`src/rtl/i2cs_pkg.sv`:
```
package i2cs_pkg;
    localparam int AW = 5;
    localparam int DW = 8;

    localparam logic [AW-1:0] OFF_MADR_LO = 5'd4;
    localparam logic [AW-1:0] OFF_MADR_HI = 5'd5;
    localparam logic [AW-1:0] OFF_MODE    = 5'd7;
    localparam logic [AW-1:0] OFF_STS     = 5'd8;
    localparam logic [AW-1:0] OFF_EXT     = 5'd9;
    localparam logic [AW-1:0] OFF_SADR_LO = 5'd10;
    localparam logic [AW-1:0] OFF_SADR_HI = 5'd11;
    localparam logic [AW-1:0] OFF_CLKDIV  = 5'd12;
    localparam logic [AW-1:0] OFF_INTMSK  = 5'd13;
    localparam logic [AW-1:0] OFF_COUNT   = 5'd14;
    localparam logic [AW-1:0] OFF_XCTL    = 5'd15;
    localparam logic [AW-1:0] OFF_DIRECT  = 5'd16;

    localparam logic [DW-1:0] MODE_KEEP  = 8'h3D;
    localparam logic [DW-1:0] STS_CLR    = 8'h0A;
    localparam logic [DW-1:0] EXT_CLR    = 8'h8F;
    localparam logic [DW-1:0] COUNT_KEEP = 8'h77;
    localparam logic [DW-1:0] XCTL_CLR   = 8'hF0;
    localparam logic [DW-1:0] DIR_KEEP   = 8'h0F;
    localparam logic [DW-1:0] DIR_RST    = 8'h0F;

    localparam int MODE_IEN_BIT   = 2;
    localparam int MODE_FLUSH_BIT = 6;
    localparam int XCTL_SRST_BIT  = 0;

    typedef enum logic [0:0] {
        ST_RUN  = 1'b0,
        ST_SRST = 1'b1
    } seq_state_t;
endpackage

```
`src/rtl/i2cs_rst_seq.sv`:
```
module i2cs_rst_seq
    import i2cs_pkg::*;
(
    input  logic clk,
    input  logic rst_n,
    input  logic srst_req,
    output logic bank_init,
    output logic host_open
);
    seq_state_t state_q, state_d;

    always_comb begin
        state_d = state_q;
        unique case (state_q)
            ST_RUN:  if (srst_req) state_d = ST_SRST;
            ST_SRST: state_d = ST_RUN;
            default: state_d = ST_RUN;
        endcase
    end

    always_ff @(posedge clk or negedge rst_n) begin
        if (!rst_n) state_q <= ST_RUN;
        else        state_q <= state_d;
    end

    always_comb begin
        bank_init = 1'b0;
        host_open = 1'b0;
        unique case (state_q)
            ST_RUN:  host_open = 1'b1;
            ST_SRST: bank_init = 1'b1;
            default: host_open = 1'b1;
        endcase
    end


    srst_one_cycle_chk: assert property (@(posedge clk) disable iff (!rst_n)
        (state_q == ST_SRST) |=> (state_q == ST_RUN));
endmodule

```
`src/rtl/i2cs_field_reg.sv`:
```
module i2cs_field_reg #(
    parameter int            W         = 8,
    parameter logic [W-1:0]  KEEP_MASK = '0,
    parameter logic [W-1:0]  CLR_MASK  = '0,
    parameter logic [W-1:0]  RST_VAL   = '0,
    parameter bit            SURVIVE   = 1'b0
) (
    input  logic         clk,
    input  logic         rst_n,
    input  logic         init,
    input  logic         wr,
    input  logic [W-1:0] wd,
    input  logic [W-1:0] set,
    output logic [W-1:0] q
);
    logic [W-1:0] after_wr;
    logic         do_init;

    assign do_init = init && !SURVIVE;

    always_comb begin
        after_wr = q;
        if (wr) after_wr = ((q & ~KEEP_MASK) & ~(wd & CLR_MASK)) | (wd & KEEP_MASK);
    end

    always_ff @(posedge clk or negedge rst_n) begin
        if (!rst_n)       q <= RST_VAL;
        else if (do_init) q <= RST_VAL;
        else              q <= after_wr | set;
    end


    idle_hold_chk: assert property (@(posedge clk) disable iff (!rst_n)
        (!do_init && !wr && set == '0) |=> $stable(q));

    set_wins_chk: assert property (@(posedge clk) disable iff (!rst_n)
        (!do_init && set != '0) |=> ((q & $past(set)) == $past(set)));
endmodule

```
`src/rtl/i2cs_irq_ctl.sv`:
```
module i2cs_irq_ctl (
    input  logic clk,
    input  logic rst_n,
    input  logic init,
    input  logic hit,
    input  logic clr,
    output logic irq
);
    always_ff @(posedge clk or negedge rst_n) begin
        if (!rst_n)    irq <= 1'b0;
        else if (init) irq <= 1'b0;
        else if (hit)  irq <= 1'b1;
        else if (clr)  irq <= 1'b0;
    end


    irq_rise_cause_chk: assert property (@(posedge clk) disable iff (!rst_n)
        $rose(irq) |-> $past(hit));

    irq_fall_cause_chk: assert property (@(posedge clk) disable iff (!rst_n)
        $fell(irq) |-> $past(clr || init));
endmodule

```
`src/rtl/i2c_stat_regs.sv`:
```
module i2c_stat_regs
    import i2cs_pkg::*;
(
    input  logic          clk,
    input  logic          rst_n,
    input  logic [AW-1:0] host_addr,
    input  logic          host_wr,
    input  logic [DW-1:0] host_wdata,
    output logic [DW-1:0] host_rdata,
    input  logic [3:0]    ev_set,
    input  logic [3:0]    slv_set,
    input  logic          bus_busy,
    input  logic          xfer_busy,
    output logic          irq,
    output logic          flush_pulse
);
    localparam int NADR = 4;
    localparam logic [NADR*AW-1:0] ADR_OFFS = {OFF_SADR_HI, OFF_SADR_LO, OFF_MADR_HI, OFF_MADR_LO};

    logic bank_init, host_open, hw;
    logic [DW-1:0] mode_q, sts_q, ext_q, clk_q, msk_q, cnt_q, xctl_q, dir_q;
    logic [DW-1:0] adr_q [NADR];
    logic irq_hit, irq_clr;

    assign hw = host_wr && host_open;

    function automatic logic wr_at(input logic en, input logic [AW-1:0] a, input logic [AW-1:0] off);
        return en && (a == off);
    endfunction

    i2cs_rst_seq u_seq (
        .clk(clk), .rst_n(rst_n),
        .srst_req(wr_at(hw, host_addr, OFF_XCTL) && host_wdata[XCTL_SRST_BIT]),
        .bank_init(bank_init), .host_open(host_open)
    );

    assign irq_hit = |(ev_set & msk_q[3:0]) && mode_q[MODE_IEN_BIT];
    assign irq_clr = wr_at(hw, host_addr, OFF_STS) && host_wdata[1] && mode_q[MODE_IEN_BIT];

    i2cs_irq_ctl u_irq (
        .clk(clk), .rst_n(rst_n), .init(bank_init),
        .hit(irq_hit), .clr(irq_clr), .irq(irq)
    );

    i2cs_field_reg #(.KEEP_MASK(MODE_KEEP)) u_mode (
        .clk(clk), .rst_n(rst_n), .init(bank_init), .wr(wr_at(hw, host_addr, OFF_MODE)),
        .wd(host_wdata), .set('0), .q(mode_q));

    i2cs_field_reg #(.CLR_MASK(STS_CLR)) u_sts (
        .clk(clk), .rst_n(rst_n), .init(bank_init), .wr(wr_at(hw, host_addr, OFF_STS)),
        .wd(host_wdata), .set({4'b0, ev_set[2], ev_set[1], irq_hit, 1'b0}), .q(sts_q));

    i2cs_field_reg #(.CLR_MASK(EXT_CLR)) u_ext (
        .clk(clk), .rst_n(rst_n), .init(bank_init), .wr(wr_at(hw, host_addr, OFF_EXT)),
        .wd(host_wdata), .set({4'b0, ev_set}), .q(ext_q));

    i2cs_field_reg #(.KEEP_MASK(8'hFF)) u_clk (
        .clk(clk), .rst_n(rst_n), .init(bank_init), .wr(wr_at(hw, host_addr, OFF_CLKDIV)),
        .wd(host_wdata), .set('0), .q(clk_q));

    i2cs_field_reg #(.KEEP_MASK(8'hFF)) u_msk (
        .clk(clk), .rst_n(rst_n), .init(bank_init), .wr(wr_at(hw, host_addr, OFF_INTMSK)),
        .wd(host_wdata), .set('0), .q(msk_q));

    i2cs_field_reg #(.KEEP_MASK(COUNT_KEEP)) u_cnt (
        .clk(clk), .rst_n(rst_n), .init(bank_init), .wr(wr_at(hw, host_addr, OFF_COUNT)),
        .wd(host_wdata), .set('0), .q(cnt_q));

    i2cs_field_reg #(.CLR_MASK(XCTL_CLR)) u_xctl (
        .clk(clk), .rst_n(rst_n), .init(bank_init), .wr(wr_at(hw, host_addr, OFF_XCTL)),
        .wd(host_wdata), .set({slv_set, 4'b0}), .q(xctl_q));

    i2cs_field_reg #(.KEEP_MASK(DIR_KEEP), .RST_VAL(DIR_RST)) u_dir (
        .clk(clk), .rst_n(rst_n), .init(bank_init), .wr(wr_at(hw, host_addr, OFF_DIRECT)),
        .wd(host_wdata), .set('0), .q(dir_q));

    for (genvar g = 0; g < NADR; g++) begin : g_adr
        i2cs_field_reg #(.KEEP_MASK(8'hFF), .SURVIVE(1'b1)) u_adr (
            .clk(clk), .rst_n(rst_n), .init(bank_init),
            .wr(wr_at(hw, host_addr, ADR_OFFS[g*AW +: AW])),
            .wd(host_wdata), .set('0), .q(adr_q[g]));
    end

    always_ff @(posedge clk or negedge rst_n) begin
        if (!rst_n) flush_pulse <= 1'b0;
        else        flush_pulse <= wr_at(hw, host_addr, OFF_MODE) && host_wdata[MODE_FLUSH_BIT];
    end

    always_comb begin
        case (host_addr)
            OFF_MADR_LO: host_rdata = adr_q[0];
            OFF_MADR_HI: host_rdata = adr_q[1];
            OFF_SADR_LO: host_rdata = adr_q[2];
            OFF_SADR_HI: host_rdata = adr_q[3];
            OFF_MODE:    host_rdata = mode_q;
            OFF_STS:     host_rdata = {4'b0, sts_q[3:1], xfer_busy};
            OFF_EXT:     host_rdata = {ext_q[7], bus_busy ? 3'd5 : 3'd4, ext_q[3:0]};
            OFF_CLKDIV:  host_rdata = clk_q;
            OFF_INTMSK:  host_rdata = msk_q;
            OFF_COUNT:   host_rdata = cnt_q;
            OFF_XCTL:    host_rdata = {xctl_q[7:4], 4'b0};
            OFF_DIRECT:  host_rdata = dir_q;
            default:     host_rdata = '0;
        endcase
    end


    flush_cause_chk: assert property (@(posedge clk) disable iff (!rst_n)
        flush_pulse |-> $past(host_wr && host_addr == OFF_MODE && host_wdata[MODE_FLUSH_BIT]));

    srst_blocks_host_chk: assert property (@(posedge clk) disable iff (!rst_n)
        bank_init |=> (mode_q == '0 && msk_q == '0 && !irq));
endmodule

```
`config.mk`:
```
export PLATFORM = sky130hd
export DESIGN_NAME = i2c_stat_regs
export DESIGN_NICKNAME = d
export VERILOG_FILES = /design/src/rtl/i2cs_pkg.sv /design/src/rtl/i2cs_rst_seq.sv /design/src/rtl/i2cs_field_reg.sv /design/src/rtl/i2cs_irq_ctl.sv /design/src/rtl/i2c_stat_regs.sv
export SDC_FILE = /design/constraint.sdc
export NUM_CORES = 1
export LEC_CHECK = 0
export CAP_MARGIN = 30
export CORE_MARGIN = 4
export CORE_UTILIZATION = 40
export CTS_CLUSTER_DIAMETER = 40
export DETAILED_ROUTE_END_ITERATION = 8
export PLACE_DENSITY = 0.64
export SLEW_MARGIN = 20
export SYNTH_ARGS = -nofsm -noshare
export SYNTH_HDL_FRONTEND = slang
export SYNTH_SLANG_ARGS = --single-unit
```
`constraint.sdc`:
```
create_clock -name clk -period 1.97 [get_ports clk]
set_input_delay 0.2955 -clock clk [delete_from_list [all_inputs] [get_ports clk]]
set_output_delay 0.2955 -clock clk [all_outputs]
set_load 0.03 [all_outputs]
```
# Word level (Yosys, flattened, before mapping)
# Cells that the tools add are included.
# Widths: inputs -> output; s select.
# classes
n_eq_ne,12
mux,25
bitwise,14
n_reduce_logical,25
# ops
op,n
$mux 8,16
$pmux 8 s12,1
$eq 5x4->1 const B,8
$and 8x8->8,3
$or 8x4->8,3
$logic_and 1x1->1,18
$not 8->8,2
$eq 5x3->1 const B,3
$reduce_bool 2->1,5
$not 4->8,1
$or 8x6->8,1
$or 8x7->8,1
$or 8x8->8,1
$mux 1,7
$eq 5x5->1 const B,1
$and 4x4->4,1
$reduce_or 4->1,1
$reduce_bool 3->1,1
$pmux 1 s2,1
$not 1->1,1
# word_totals
register_bits,99
inputBits,26
out_inout_bits,10
word_cells,91

# Depth between registers and ports, before layout
# Gate-level depths: netlist of run 1.
# depth
ltp_word,8
ltp_mapped,7
ltp_nobuf,4

# By module
# From an unflattened synthesis of run 1, not the netlist that was laid out.
# hier_totals
hier_cells,489
area_unflattened_um2,5069.9
# by_module_without_submodules
mod,instances,cells_per_inst,area_per_inst_um2
i2cs_field_reg at g_adr[0].u_adr ...,4,25,339.1
i2c_stat_regs,1,135,992.2
i2cs_field_reg at u_clk ...,2,34,365.4
i2cs_field_reg at u_cnt,1,32,342.8
i2cs_field_reg at u_mode,1,31,331.6
i2cs_field_reg at u_dir,1,30,321.6
i2cs_field_reg at u_ext,1,30,307.8
i2cs_field_reg at u_xctl,1,29,306.5
i2cs_field_reg at u_sts,1,27,301.5
i2cs_irq_ctl,1,4,43.8
i2cs_rst_seq,1,3,35.0

# Worst setup path before layout of run 1
# OpenSTA, ideal clock, no wires.
# synth_path
path_kind,input port to output port
startpoint,in host_addr[2]
endpoint,out host_rdata[2]
arrival_ns,2.136
setup_slack_ns,-0.462
cell_stages,5
cell_sequence,buf_4 > nor2b_1 > a22oi_1 > o22a_1 > o311ai_0
# synth_between
elab_chain_cells,2
elab_cells_between_ends,13
cone_classes,12 x eq/ne; 1 x mux
# synth_rtl
element,line_no,source
start: declaration,i2c_stat_regs.sv:6,"input logic [AW-1:0] host_addr,"
$eq 5x5->1 (tied with other cells),i2c_stat_regs.sv:90,case (host_addr)
$pmux 8 s12 (*),i2c_stat_regs.sv:90,
end: declaration,i2c_stat_regs.sv:9,"output logic [DW-1:0] host_rdata,"
# Mark *: on every way between the ends. The rest lies on a longest branch, timed or not.

# Worst setup path after layout of run 1
# layout_path
startpoint,reg u_xctl.q[5]
endpoint,out host_rdata[5]
# layout_between
elab_chain_cells,1
# layout_rtl
element,line_no,source
start: declaration,i2cs_field_reg.sv:14,output logic [W-1:0] q
start signal: assignment,i2cs_field_reg.sv:29,else q <= after_wr | set;
$pmux 8 s12,i2c_stat_regs.sv:90,
# Every way passes these cells.

==> impl_metrics.py, run 1 <==
metrics = {
    "clock_network": {
        "cts_tree": "yes",
        "h-tree-depth": 3,
        "cts_made_buffers": 9,
        "cts_sinks": 78,
        "clk_latency_ps": 360,
        "cts_buffer_depth": 2,
        "clkTransAtPathRegs_ps": 80,
        "cts_root_buf": "clkbuf_8",
    },
    "yosys": {
        "synth_compound_area_share_pct": 11.3,
        "synth.net_count": 404,
        "ys_warn_count": 0,
        "synthSimpleGateAreaFrac_pct": 17.2,
        "muxShareOfSynthArea_pct": 18.1,
        "ys_types": 50,
        "syn_area_sq_um": 4000,
        "async_flop_share_pct": 100,
        "synth_top_family_by_area": "multiplexers",
        "synth_edf_count": 0,
        "synthAdderAreaFrac_pct": 0,
        "synth-seq-cells": 78,
        "synthFlopType": "dfrtp_1",
        "syn_inst": 378,
        "syn_area_per_cell_sq_um": 10.6,
        "synthXorXnorAreaFrac_pct": 0,
        "ys_seq_area_share_pct": 48.9,
    },
    "setup_path": {
        "r2r_end": "g_adr[3].u_adr.q[7]",
        "worst_path_dominant_cell_family": "multiplexers",
        "cpPeakStageDelay_ps": 480,
        "worstSetupEndpointType": "primary output",
        "cp_cell_sequence": "mux4_2 -> nand2_1 -> o21ai_1 -> a211o_1 -> buf_6",
        "ff2ff_path_depth": 4,
        "arrival_ps": 1830,
        "r2r_slack_ps": 350,
        "critPathRequiredTime_ps": 1670,
        "crit_type": "flip-flop to primary output",
        "worstPathMaxFanout": 2,
        "startpoint_type": "flip-flop",
        "critPathSlowestCell": "mux4_2",
        "r2r-start": "u_seq.state_q",
        "crit_buf_inv": 1,
    },
    "routing": {
        "drt-vias-per-instance": 5.38,
        "num_vias": 3251,
        "routed_wl_mm": 11.4,
        "drt_first_pass_iters": 4,
        "wl_per_cell_um": 18.8,
        "drcViolationCount": 0,
        "drtIter0Drc": 209,
        "ant_nets": 0,
    },
    "pwr": {
        "combPwrFrac_pct": 19.1,
        "p_clk_share_pct": 34.0,
        "seqPwrFrac_pct": 47.0,
        "p_switching_mw": 1.16,
        "p_sw_share_pct": 26.3,
        "finalPower_mw": 4.41,
        "peakVddDrop_mv": 0.394,
        "p_leak_nw": 2.43,
        "p_int_mw": 3.25,
        "power_density_nw_per_um2": 837,
    },
    "timing": {
        "fin_crit_sh_pct": 108,
        "slew_viol_final": 0,
        "setup-tns-final_ps": -160,
        "rsz0062_at_grt": "yes",
        "final.setup_skew_ps": 7.70,
        "worstMarginPinSlew_ps": 438,
        "setup_violations": 2,
        "relSlewSlack_pct": 70.7,
        "hold_viol_final": 0,
        "whs_ps": 402,
        "setup_ws_ps": -156,
        "clock.fmax_mhz": 470,
        "timing.final.crit_period_ps": 2130,
    },
    "die": {
        "start_util_pct": 40.9,
        "rows": 36,
        "die-area_sq_um": 11700,
        "ioPinCount": 36,
        "die_w_um": 108,
        "core_sq_um": 9770,
        "die_h_um": 108,
    },
    "finish": {
        "synthToLayoutAreaGrowth_pct": 31.7,
        "fin_util_pct": 53.9,
        "drive_gt1_share_pct": 33.5,
        "finish.net_count": 492,
        "diodes": 0,
    },
    "outcome": {
        "outcome": "finished with violations",
        "violations": "negative setup slack",
    },
    "global_routing": {
        "grt_max_degree": 51,
        "grt.total_usage_pct": 20.9,
        "grt_pass1_vias": 3370,
        "grt-ovfl-total": 0,
        "grt_first_pass_wirelength_mm": 18.4,
        "antenna_found_initial": 0,
    },
    "place": {
        "port-buffer-count": 35,
        "gp_congestion": 0.934,
        "dpl.hpwl_mm": 8.15,
    },
    "flow_run": {
        "maxCapViolations": 0,
    },
    "worst_hold_path": {
        "worstHoldPathType": "input port to asynchronous set/reset pin",
    },
}
cell usage after synthesis, types with 8 or more instances:
master | number | area share (%)
a21oi_1 | 12 | 1.5
buf_2 | 16 | 2.0
clkbuf_1 | 15 | 1.4
dfrtp_1 | 74 | 46
inv_1 | 8 | 0.75
mux2_2 | 22 | 6.2
mux2_4 | 8 | 3.0
mux2i_1 | 31 | 7.8
nand2_1 | 18 | 1.7
nand3_1 | 9 | 1.1
nand4_1 | 13 | 2.0
nor2_1 | 43 | 4.0
o21ai_0 | 20 | 2.5
cell type report:
cell class	count	area, sq um
Clock buffer	13	159
Clock inverter	3	90.1
Fill cell	870	4500
Inverter	8	30.0
Multi-Input combinational cell	259	1930
Sequential cell	78	1960
Tap cell	133	166
Timing Repair Buffer	110	937
repair_timing:
item	in CTS	in global routing
pin swaps	11	5
endpoints found under the setup margin	8	7
hold endpoints to repair	26	0
setup buffers	7	2
resized for setup	43	9
cloned	1	0
hold buffers	1	0
sequential cells by signal (all words and copies together) (netlist names), 3 cells and up:
register / count
u_mode.q: 5
u_clk.q: 8
u_xctl.q: 4
u_msk.q: 8
u_dir.q: 4
u_sts.q: 3
g_adr.u_adr.q: 32
u_ext.q: 5
u_cnt.q: 6
cell families after synthesis:
logic type | count (synthesis)
buf+inv | 41
flops | 78
mux | 63
simple gates | 129
compound gates | 67
routing by layer:
metal / GRT usage (%) / share of wire [%] / routed length (um)
met5: 0 / 0 / 0
met1: 30.3 / 46 / 5230
met4: 8.57 / 2.2 / 248
met2: 31.3 / 45 / 5150
met3: 3.40 / 6.4 / 730
metrics by stage:
stage	std cells	setup WS [ps]	area, sq um
6_report	604	-156	5270
5_1_grt	604	-216	5270
4_1_cts	602	-154	5240
3_5_place_dp	577	-437	4850
3_3_place_gp	577	-476	4850
2_1_floorplan	378	5.78	4010
worst max path at each step:
stage / startpoint / endpoint / depth (start not counted)
after detailed placement: host_addr[0] / host_rdata[0] / 9
after global placement: host_addr[4] / host_rdata[7] / 7
final: u_xctl.q[5] / host_rdata[5] / 5
after CTS: u_xctl.q[5] / host_rdata[5] / 5
after floorplan: host_addr[0] / host_rdata[1] / 5
after global routing: u_xctl.q[5] / host_rdata[5] / 5
placed cells by master, fill, tap and decap left out, types with 5 or more instances in the layout:
cell type	count
dfrtp_1	74
buf_4	69
nor2_1	43
mux2i_1	30
mux2_2	22
clkdlybuf4s50_1	21
nand2_1	18
o21ai_0	15
nand4_1	13
a21oi_1	12
clkbuf_8	11
buf_6	11
nand3_1	8
inv_1	8
mux2_4	8
a211o_1	7
and2_1	6
nand2b_1	6
nor2b_1	5
a22oi_1	5
and3_1	5
power groups by stage:
stage          registers, mW  clock network [mW]  logic [mW]
4_1_cts                 2.07                1.52       0.827
2_1_floorplan           2.03                   0       0.502
3_5_place_dp            2.09                   0       0.797
3_3_place_gp            2.09                   0       0.773
6_report                2.07                1.50       0.841
5_1_grt                 2.11                1.59       0.925
Power figures use the tool's default switching activity.
==> run 2, diff against run 1 <==
MAX_ROUTING_LAYER = met4   (was default)
==> run 2 against run 1 <==
The flow still finishes with violations (negative setup slack); setup slack gained 7.0 ps; via count grew 5.6%; combinational power grew 3.3%; global-route usage grew 0.89 points; utilization grew 0.99 points; critical path depth is the same; critical endpoint unchanged; highest routed layer unchanged.
==> impl_metrics.py, run 2 (synthesized netlist as in run 1, its figures left out) <==
metrics = {
    "finish": {
        "synthToLayoutAreaGrowth_pct": 34.1,
        "fillers": 880,
        "regArea_sq_um": 1960,
        "drive_gt1_share_pct": 35.6,
        "layout_commonest_cell": "dfrtp_1",
        "diodes": 0,
        "reg_top3": "g_adr.u_adr.q: 32 flops, u_clk.q: 8 flops, u_msk.q: 8 flops",
        "layout_common_cells": "dfrtp_1, buf_4, nor2_1",
        "multi_input_area_sq_um": 1950,
        "finish.net_count": 498,
        "largest_reg_flops": 32,
        "final_area_sq_um": 5370,
        "top_register": "g_adr.u_adr.q",
    },
    "clock_network": {
        "cts_tree": "yes",
        "cts_root_buf": "clkbuf_8",
        "clk_latency_ps": 350,
        "cts_made_buffers": 9,
        "clkTransAtPathRegs_ps": 80,
        "cts_sinks": 78,
        "cts_buffer_depth": 2,
        "h-tree-depth": 3,
    },
    "setup_path": {
        "arrival_ps": 1820,
        "crit_buf_inv": 1,
        "cp_cell_sequence": "mux4_2 -> nand2_1 -> o21ai_1 -> a211o_1 -> buf_6",
        "worstSetupEndpointType": "primary output",
        "worst_path_dominant_cell_family": "multiplexers",
        "crit_type": "flip-flop to primary output",
        "critPathRequiredTime_ps": 1670,
        "worstPathMaxFanout": 2,
        "cpPeakStageDelay_ps": 480,
        "startpoint_type": "flip-flop",
        "critPathSlowestCell": "mux4_2",
    },
    "timing": {
        "rsz0062_at_grt": "yes",
        "worstMarginPinSlew_ps": 505,
        "final.setup_skew_ps": 5.88,
        "setup_violations": 1,
        "setup_ws_ps": -149,
        "setup-tns-final_ps": -149,
        "whs_ps": 451,
        "clock.fmax_mhz": 472,
        "timing.final.crit_period_ps": 2120,
        "hold_viol_final": 0,
        "slew_viol_final": 0,
        "relSlewSlack_pct": 66.3,
        "fin_crit_sh_pct": 108,
    },
    "die": {
        "die-area_sq_um": 11700,
        "ioPinCount": 36,
        "rows": 36,
        "core_sq_um": 9770,
        "die_w_um": 108,
        "start_util_pct": 40.9,
        "die_h_um": 108,
    },
    "flow_run": {
        "maxCapViolations": 0,
    },
    "outcome": {
        "violations": "negative setup slack",
        "outcome": "finished with violations",
    },
    "routing": {
        "routed_wl_mm": 11.9,
        "num_vias": 3434,
        "ant_nets": 0,
        "drt-vias-per-instance": 5.63,
        "drcViolationCount": 0,
        "drtIter0Drc": 251,
        "wl_per_cell_um": 19.4,
        "drt_first_pass_iters": 5,
    },
    "pwr": {
        "power_density_nw_per_um2": 826,
        "peakVddDrop_mv": 0.466,
        "p_leak_nw": 2.49,
        "finalPower_mw": 4.44,
    },
    "global_routing": {
        "grt_pass1_vias": 3374,
        "grt_first_pass_wirelength_mm": 18.7,
        "grt-ovfl-total": 0,
        "grt_max_degree": 41,
        "grt.total_usage_pct": 21.8,
        "antenna_found_initial": 0,
    },
    "place": {
        "dpl.hpwl_mm": 8.15,
        "port-buffer-count": 35,
        "gp_congestion": 0.958,
        "dpl_cell_area_sq_um": 4860,
    },
    "worst_hold_path": {
        "worstHoldPathType": "input port to asynchronous set/reset pin",
    },
}
-- run 2: changes by cell type in the layout (fill, tap and decap cells not counted), sizes merged --
cell,change
buf,+6
-- run 2: metrics by stage --
step | setup WS, ps | utilization, % | instances
after floorplan | 5.78 | - | 378
after global placement | -477 | 49.8 | 579
after detailed placement | -447 | 49.8 | 579
after CTS | -160 | 54.1 | 607
after global routing | -247 | 54.9 | 610
final | -149 | 54.9 | 610
-- run 2: report_power, final --
part           switching [mW]  internal [mW]
clock network           0.584          0.913
registers               0.174           1.90
logic                   0.412          0.457
-- run 2: layout make-up --
cell class,instances,share of cell area [%]
clock buffers,13,2.96
clock inverters,3,1.68
inverters,8,0.559
multi-input cells,259,36.4
flip-flops and latches,78,36.5
well taps,133,3.10
repair buffers,116,18.9
-- run 2: routing by layer --
metal	GRT usage [%]	up-vias	routed length [um]
met5	-	-	0
met4	7.30	0	308
met3	5.13	25	807
met2	32.1	177	5370
met1	29.9	1693	5370
li1	-	1539	-
-- run 2: path summary, 6_finish.rpt --
path | to | cells after the start | start | slack [ps]
worst max-delay path | host_rdata[5] | 5 | u_xctl.q[5] | -150
worst min-delay path | g_adr[0].u_adr.q[2] | 2 | rst_n | 450
worst max register to register | g_adr[3].u_adr.q[4] | 4 | u_seq.state_q | 280
worst min register to register | g_adr[2].u_adr.q[1] | 2 | g_adr[2].u_adr.q[1] | 490
max in group asynchronous | u_msk.q[1] | 3 | rst_n | 910
min in group clk | g_adr[2].u_adr.q[1] | 2 | g_adr[2].u_adr.q[1] | 490
-- run 2: repair_timing --
action / 4_1_cts / 5_1_grt
cloned: 1 / 0
gates resized for setup: 47 / 13
endpoints found under the setup margin: 8 / 8
pin swaps: 16 / 8
hold buffers: 1 / 0
setup buffers: 10 / 3
hold endpoints to repair: 28 / 0
